**src/rtl/pbr_pkg.sv**
```systemverilog
// Package pbr_pkg
// Shared constants for the partial-bank remapping stage: field widths,
// the positions of the rebuilt bits, and the bank-set override codes.
// Assumes a single address width is used across the whole stage.
package pbr_pkg;

    localparam int PA_W       = 40;  // physical address width
    localparam int SHIFT_W    = 2;   // shift amount field width
    localparam int MASK_W     = 4;   // bank-set code width
    localparam int MAX_SHIFT  = 2;   // largest defined shift amount
    localparam int KEEP_LSB_W = 7;   // bits [6:0] always copied through
    localparam int SEL_LSB    = 7;   // lower rebuilt bit
    localparam int HI_LSB     = 9;   // first bit taken from the shifted address
    localparam int SEL_W      = HI_LSB - SEL_LSB;

    // Override codes applied to the seeded bits 8:7
    localparam logic [MASK_W-1:0] CODE_SET_LO     = 4'h2;
    localparam logic [MASK_W-1:0] CODE_CLR_HI     = 4'h3;
    localparam logic [MASK_W-1:0] CODE_SET_HI     = 4'h4;
    localparam logic [MASK_W-1:0] CODE_CLR_LO     = 4'h5;
    localparam logic [MASK_W-1:0] CODE_FLIP_LO    = 4'h6;
    localparam logic [MASK_W-1:0] CODE_SET_BOTH   = 4'h8;
    localparam logic [MASK_W-1:0] CODE_SET_LO_ALT = 4'hA;
    localparam logic [MASK_W-1:0] CODE_SET_HI_ALT = 4'hC;

    // Pair of rebuilt bank-set bits
    typedef struct packed {
        logic hi;   // bit 8
        logic lo;   // bit 7
    } sel_pair_t;

endpackage

```
**src/rtl/pbr_seed.sv**
```systemverilog
// Module pbr_seed
// Produces the starting values of rebuilt bits 8:7 before any override.
// Shift 1 copies the address bit at SEL_LSB into both bits. Any larger
// shift seeds both with zero. Assumes the caller only uses the result when
// the effective shift is nonzero.
module pbr_seed
    import pbr_pkg::*;
#(
    parameter int ADDR_W = PA_W,
    parameter int SH_W   = SHIFT_W
) (
    input  logic [ADDR_W-1:0] addr_i,
    input  logic [SH_W-1:0]   shift_i,
    output sel_pair_t         seed_o
);

    localparam logic [SH_W-1:0] ONE = SH_W'(1);

    // Select the seed from the shift amount
    always_comb begin
        if (shift_i == ONE) begin
            seed_o.hi = addr_i[SEL_LSB];
            seed_o.lo = addr_i[SEL_LSB];
        end else begin
            seed_o.hi = 1'b0;
            seed_o.lo = 1'b0;
        end
    end

endmodule

```
**src/rtl/pbr_override.sv**
```systemverilog
// Module pbr_override
// Applies the bank-set code table to the seeded bits 8:7. Codes that are
// absent from the table pass the seed through unchanged. This module is
// purely combinational and independent of the shift amount.
module pbr_override
    import pbr_pkg::*;
#(
    parameter int CODE_W = MASK_W
) (
    input  sel_pair_t         seed_i,
    input  logic [CODE_W-1:0] code_i,
    output sel_pair_t         sel_o
);

    // Look up the override for the given code
    always_comb begin
        sel_o = seed_i;
        case (code_i)
            CODE_SET_LO:     sel_o.lo = 1'b1;
            CODE_CLR_HI:     sel_o.hi = 1'b0;
            CODE_SET_HI:     sel_o.hi = 1'b1;
            CODE_CLR_LO:     sel_o.lo = 1'b0;
            CODE_FLIP_LO:    sel_o.lo = ~seed_i.lo;
            CODE_SET_BOTH: begin
                sel_o.hi = 1'b1;
                sel_o.lo = 1'b1;
            end
            CODE_SET_LO_ALT: sel_o.lo = 1'b1;
            CODE_SET_HI_ALT: sel_o.hi = 1'b1;
            default:         sel_o = seed_i;
        endcase
    end

endmodule

```
**src/rtl/pbr_upper.sv**
```systemverilog
// Module pbr_upper
// Builds the address bits from HI_LSB upward by selecting, per bit, the
// input bit that lies shift_i places lower. Assumes shift_i never exceeds
// MAX_AMT. Out-of-range amounts select zero, and the top-level guard keeps
// them from reaching this module.
module pbr_upper
    import pbr_pkg::*;
#(
    parameter int ADDR_W  = PA_W,
    parameter int SH_W    = SHIFT_W,
    parameter int MAX_AMT = MAX_SHIFT,
    parameter int LSB     = HI_LSB
) (
    input  logic [ADDR_W-1:0]     addr_i,
    input  logic [SH_W-1:0]       shift_i,
    output logic [ADDR_W-LSB-1:0] hi_o
);

    localparam int N_AMT = 1 << SH_W;

    // One selector per output bit
    for (genvar i = LSB; i < ADDR_W; i++) begin : g_bit
        logic [N_AMT-1:0] cand;
        for (genvar k = 0; k < N_AMT; k++) begin : g_amt
            if (k <= MAX_AMT && i - k >= 0) begin : g_src
                assign cand[k] = addr_i[i-k];
            end else begin : g_zero
                assign cand[k] = 1'b0;
            end
        end
        assign hi_o[i-LSB] = cand[shift_i];
    end

endmodule

```
**src/rtl/pbank_remap.sv**
```systemverilog
// Module pbank_remap
// Single registered stage that remaps a physical address for partially
// populated bank sets. It shifts the upper bits, rebuilds bits 8:7 from the
// seed and the override code, and copies bits 6:0 through. A shift of 0
// passes the address through. A shift above MAX_SHIFT also passes through
// and flags an error for that output cycle only. Synchronous, active-low reset.
module pbank_remap
    import pbr_pkg::*;
#(
    parameter int ADDR_W = PA_W,
    parameter int SH_W   = SHIFT_W,
    parameter int CODE_W = MASK_W
) (
    input  logic              clk,
    input  logic              rst_n,
    input  logic              in_valid,
    input  logic [ADDR_W-1:0] in_addr,
    input  logic [SH_W-1:0]   in_shift,
    input  logic [CODE_W-1:0] in_mask,
    output logic              out_valid,
    output logic [ADDR_W-1:0] out_addr,
    output logic [SEL_W-1:0]  out_bank_sel,
    output logic              out_shift_err
);

    localparam int HI_W = ADDR_W - HI_LSB;
    localparam logic [SH_W-1:0] MAX_AMT_V = SH_W'(MAX_SHIFT);

    logic              bad_shift;
    logic [SH_W-1:0]   eff_shift;
    sel_pair_t         seed;
    sel_pair_t         sel;
    logic [HI_W-1:0]   hi_bits;
    logic [ADDR_W-1:0] next_addr;

    logic              vld_q;
    logic              err_q;
    logic [ADDR_W-1:0] addr_q;

    // Reduce undefined shift amounts to pass-through
    always_comb begin
        bad_shift = (in_shift > MAX_AMT_V);
        eff_shift = bad_shift ? '0 : in_shift;
    end

    pbr_seed #(.ADDR_W(ADDR_W), .SH_W(SH_W)) u_seed (
        .addr_i  (in_addr),
        .shift_i (eff_shift),
        .seed_o  (seed)
    );

    pbr_override #(.CODE_W(CODE_W)) u_ovr (
        .seed_i (seed),
        .code_i (in_mask),
        .sel_o  (sel)
    );

    pbr_upper #(
        .ADDR_W  (ADDR_W),
        .SH_W    (SH_W),
        .MAX_AMT (MAX_SHIFT),
        .LSB     (HI_LSB)
    ) u_upper (
        .addr_i  (in_addr),
        .shift_i (eff_shift),
        .hi_o    (hi_bits)
    );

    // Assemble the remapped address, or pass through when no shift applies
    always_comb begin
        if (eff_shift == '0) begin
            next_addr = in_addr;
        end else begin
            next_addr = {hi_bits, sel.hi, sel.lo, in_addr[KEEP_LSB_W-1:0]};
        end
    end

    // Valid and error flags: cleared by reset, error lives one cycle
    always_ff @(posedge clk) begin
        if (!rst_n) begin
            vld_q <= 1'b0;
            err_q <= 1'b0;
        end else begin
            vld_q <= in_valid;
            err_q <= in_valid & bad_shift;
        end
    end

    // Result register loads only on an accepted request
    always_ff @(posedge clk) begin
        if (!rst_n) begin
            addr_q <= '0;
        end else if (in_valid) begin
            addr_q <= next_addr;
        end
    end

    assign out_valid     = vld_q;
    assign out_shift_err = err_q;
    assign out_addr      = addr_q;
    assign out_bank_sel  = addr_q[HI_LSB-1:SEL_LSB];

endmodule

```
**config.mk**
```make
export PLATFORM = sky130hd
export DESIGN_NAME = pbank_remap
export DESIGN_NICKNAME = d
export VERILOG_FILES = /design/src/rtl/pbr_pkg.sv /design/src/rtl/pbr_seed.sv /design/src/rtl/pbr_override.sv /design/src/rtl/pbr_upper.sv /design/src/rtl/pbank_remap.sv
export SDC_FILE = /design/constraint.sdc
export NUM_CORES = 1
export LEC_CHECK = 0
export BUFFER_PORTS_ARGS = -buffer_cell sky130_fd_sc_hd__buf_2
export CAP_MARGIN = 10
export CORE_ASPECT_RATIO = 0.6
export CORE_MARGIN = 4
export CORE_UTILIZATION = 53
export DETAILED_ROUTE_END_ITERATION = 8
export PLACE_DENSITY = 0.88
export SLEW_MARGIN = 25
export SYNTH_ARGS = -nofsm -noshare
export SYNTH_HDL_FRONTEND = slang
export SYNTH_SLANG_ARGS = --single-unit
```
**constraint.sdc**
```tcl
create_clock -name clk -period 4 [get_ports clk]
set_input_delay 0.8 -clock clk [delete_from_list [all_inputs] [get_ports clk]]
set_output_delay 0.8 -clock clk [all_outputs]
set_load 0.1 [all_outputs]
```
Yosys cells after proc, flatten, opt, wreduce, memory -nomap -nowiden --
Cells that the tools add are included.
Storage, ports and cells: output and inout port bits 44, bits of input ports 49, flip-flop bits (word level) 42
Cells by class: bitwise gates (word level) 2, eq/ne operators 9, order comparisons 2, reduce and logical (&&, ||, !) cells 3, multiplexer cells 67
Operators with widths (number):
- 1-bit binary-select mux with 2-bit select | 31
- 40-bit 2-to-1 mux | 1
- 1-bit 2-to-1 mux | 31
- 4-bit by 3-bit == test with 1-bit output, second input constant | 3
- 4-bit == test, second input constant | 3
- 4-bit by 2-bit == test with 1-bit output, second input constant | 2
- 3-bit OR reduction | 2
- 2-bit 2-to-1 mux | 2
- 2-bit by 3-bit less-than comparator with 1-bit output, second input constant | 1
- 1-bit one-hot mux with 3 select lines | 1
- 2-bit by 1-bit == test with 1-bit output, second input constant | 1
- 2-bit greater-than comparator, second input constant | 1
- 2-bit logical NOT | 1
- 1-bit one-hot mux with 2 select lines | 1
- 1-bit AND | 1
- 1-bit NOT | 1

Depth between registers and ports, before layout --
word-level depth 7, depth in mapped cells 9, mapped depth without buffers 6

Hierarchy --
From an unflattened synthesis, not the netlist that was laid out.
Unflattened totals: cells, all modules 298, area total of the unflattened synthesis 2750.1 sq um
By module, submodules not included:
- pbank_remap | area an instance 1828.0 sq um, sequential area each 840.8 sq um, times used 1, cells each 180
- pbr_upper | area an instance 825.8 sq um, sequential area each 0.0 sq um, times used 1, cells each 105
- pbr_override | area an instance 80.1 sq um, sequential area each 0.0 sq um, times used 1, cells each 11
- pbr_seed | area an instance 16.3 sq um, sequential area each 0.0 sq um, times used 1, cells each 2

Least setup slack after synthesis --
Ideal clock, no wire load.
kind reg-to-output, start point register addr_q[7] (netlist: out_addr[7]), end point output port out_bank_sel[0], data arrival time 1.369 ns, data required time 3.200 ns, path slack 1.831 ns, cell stages (with the launch flop) 2, path through dfxtp_1 > buf_4
RTL lines:
- start: declaration | line pbank_remap.sv:38 | logic [ADDR_W-1:0] addr_q;
- start signal: assignment | line pbank_remap.sv:94 | addr_q <= next_addr;
- end: declaration | line pbank_remap.sv:22 | output logic [SEL_W-1:0] out_bank_sel,
No word-level cell between the ends.

Final worst setup path --
start point input port in_shift[0], end point register addr_q[22] (netlist: out_addr[22])
Between the ends: word-level cells in the longest chain between the ends 5, elaborated cells between the ends (all ways) 6, classes of those cells order compare (1); mux (4); reduce/logical (1)
Ends and longest elaborated chain:
- start: declaration | line pbank_remap.sv:18 | input logic [SH_W-1:0] in_shift,
- 2-bit greater-than comparator | line pbank_remap.sv:42 | bad_shift = (in_shift > MAX_AMT_V);
- 2-bit 2-to-1 mux * | line pbank_remap.sv:43 | eff_shift = bad_shift ? '0 : in_shift;
- 1-bit binary-select mux with 2-bit select | line pbr_upper.sv:31 | assign hi_o[i-LSB] = cand[shift_i];
- 1-bit 2-to-1 mux (implied by the code) | line pbr_upper.sv:31
- 40-bit 2-to-1 mux * | line pbank_remap.sv:71 | if (eff_shift == '0) begin
Mark *: on every way between the ends. The rest lies on a longest branch, timed or not. The select of a mux whose other input is x is not followed. A chain may end at the register's enable or synchronous reset.

==> run metrics <==
initial core utilization 0.571; clock transition at the registers of the reported paths 0.08 ns; reg2reg start out_addr[9]; Slew Limit Fails 0; Final Cycle Share 0.612; first-pass GRT wire length 10.6 mm; Final ANT Viol Nets 0; critical path peak fanout 27; placed wire-length estimate 4.55 mm; Tmin final 2.45 ns; simple-gate portion of the synthesized area 0.151; hold_sp out_addr[6]; CTS hold repair buffers 0; share of the synthesized area in the top cell type 0.346; Filler cells 362; mux cell area share after synthesis 0.144; worst vdd ir 0.000246 V; setup_tns 0 ns; Worst Path Required 4.18 ns; reg2reg end out_addr[9]; post-synthesis cell area 2430 sq um; row count 18; fraction of registers with async set/reset 0; WL final 6.61 mm; R2R depth 2; syn nets 327; Final GP Congestion 0.817; PD cells 426 nW/um^2; H-tree levels 2; CTS tree yes; Clock Sinks 42; crit path launch type input pin; status completed; compound-cell area share of the yosys netlist 0.259; Skew-Pair Late Insertion Delay 0.29 ns; die width 95.4 um; Core Region 4260 sq um; num ports 93; CTS resizes 0; Via-to-Cell Ratio 6.03; diode count 0; ys flop type dfxtp_1; Cells after Synth 274; #FFs+latches synth 42; crit path to out_addr[22]; die area 5770 sq um; Pre-Repair DR Iteration Count 7; HP Class flop to flop; Crit. End Element flop; yosys warns 0; Max Cap Viol 0; vias in the first global route 2193; XOR/XNOR share of the synthesized area 0; unrepaired setup endpoints after global routing no; Synth-to-Final Area Change 19.3%; Port Buffers 92; Slew HR 0.303; Net count, final 400; WS Path Type input pin to flop; clk buf depth 2; DR iter-0 viols 219; Root Driver clkbuf_8; CP Data Arrival Time 2.63 ns; endpoints failing setup 0; endpoints failing hold 0; Post-synth EDFFs 0; Core Util, Final 0.681; number of remaining DRC errors 0; Synth Area in Adders 0.0206; Distinct cells, synth 36; share of cells above drive strength 1 0.307; total CTS buffers 5; Mapped Avg Cell Area 8.87 sq um; r2r setup slk 3.26 ns; largest net degree at the start of global routing 49; largest family of logic cells by synthesized area compound AO/OA/AOI/OAI gates; synth top area cells dfxtp_1 35%, mux2i_1 14%, o221ai_1 9.4%; area leader, netlist dfxtp_1; post-route cell area 2900 sq um; Die H 60.5 um; Post-CTS Setup Bufs 0; part of the Yosys area used for sequential elements 0.346; vias post-DR 2462; WL/cell 16.2 um; antenna violations before repair 0; Tightest Pin Transition 1.05 ns; Layout Skew 0 ns; Post-DP Area 2810 sq um; gr usage total 0.232; GRT overflow 0; P_leak 1.29 nW; maximum clock rate 408 MHz; Worst Setup SP in_shift[0]
-- area by class of cell --
class	instances	area, sq um	share of cell area
flip-flops and latches	42	841	0.290
repair buffers	95	483	0.167
multi-input cells	200	1400	0.484
clock inverters	2	13.8	0.00475
clock buffers	6	72.6	0.0250
well taps	60	75.1	0.0259
inverters	3	11.3	0.00388
-- per-stage QoR --
stage / setup slack (ns) / total power, W / instances / hold slack (ns)
finish: 1.55 / 0.00123 / 408 / 0.521
global route: 1.40 / 0.00129 / 408 / 0.550
CTS: 1.58 / 0.00123 / 408 / 0.525
detailed placement: 1.27 / 0.000968 / 400 / 0.502
global placement: 1.35 / 0.000961 / 400 / 0.491
floorplan: 1.83 / 0.000878 / 274 / 0.942
-- synthesized netlist by cell type, types with 2 or more instances --
master and number:
buf_2 13, nand3b_1 3, mux2i_1 35, clkbuf_1 8, a22oi_1 3, nand2_1 5, o21ai_0 7, a311oi_1 24
a21oi_1 6, dfxtp_1 42, nor2b_1 11, ha_1 4, or2_2 3, buf_12 2, nand2b_1 2, a31oi_1 5
inv_1 2, a211oi_1 2, nor2_1 53, buf_4 3, o221ai_1 26
-- report_power, final --
| part | switching (W) | total [W] | internal (W) |
|---|---|---|---|
| clock | 0.000150 | 0.000273 | 0.000123 |
| combinational | 0.000388 | 0.000492 | 0.000104 |
| sequential | 0.0000174 | 0.000470 | 0.000453 |
-- kinds of logic (layout without fill, tap and decap cells) --
family / Yosys count / after routing
and+or+nand+nor: 81 / 81
AOI/OAI and AO/OA: 80 / 80
DFF: 42 / 42
muxes: 35 / 35
buffers and inverters: 32 / 106
adders and majority gates: 4 / 4
-- layout by cell type (no fill, tap or decap), types with 2 or more instances in the layout --
cell	count
o21ai_0	7
ha_2	2
buf_4	3
or2_2	3
a31oi_1	5
buf_2	92
a311oi_1	24
nor2b_1	11
a22oi_1	3
inv_1	2
a211oi_1	2
nand2_1	5
clkbuf_8	5
o221ai_1	26
a21oi_1	6
mux2i_1	35
ha_1	2
nand2b_1	2
dfxtp_1	42
nand3b_1	3
nor2_1	53
-- critical path, cell delays in order --
cell	delay, ns
buf_2	0.13
inv_1	0.05
ha_2	0.37
nand2b_1	0.65
a311oi_1	0.53
nor2_1	0.09
-- registers in the layout, summed over array words and instances, names as in the netlist --
signal and count:
out_shift_err 1, out_addr 40, out_valid 1
-- worst min-delay path by stage --
stage,slack [ns],cells after the start,endpoint
3_5_place_dp,0.50,2,out_addr[6]
2_1_floorplan,0.94,2,out_addr[39]
5_1_grt,0.55,2,out_addr[3]
4_1_cts,0.52,2,out_addr[6]
3_3_place_gp,0.49,2,out_addr[1]
6_report,0.52,2,out_addr[6]
-- metal layers --
layer | track usage | wire (um)
met1 | 0.337 | 3010
met2 | 0.349 | 2820
met3 | 0.0558 | 736
met4 | 0.0607 | 42
met5 | 0 | 0
Power figures use the tool's default switching activity.
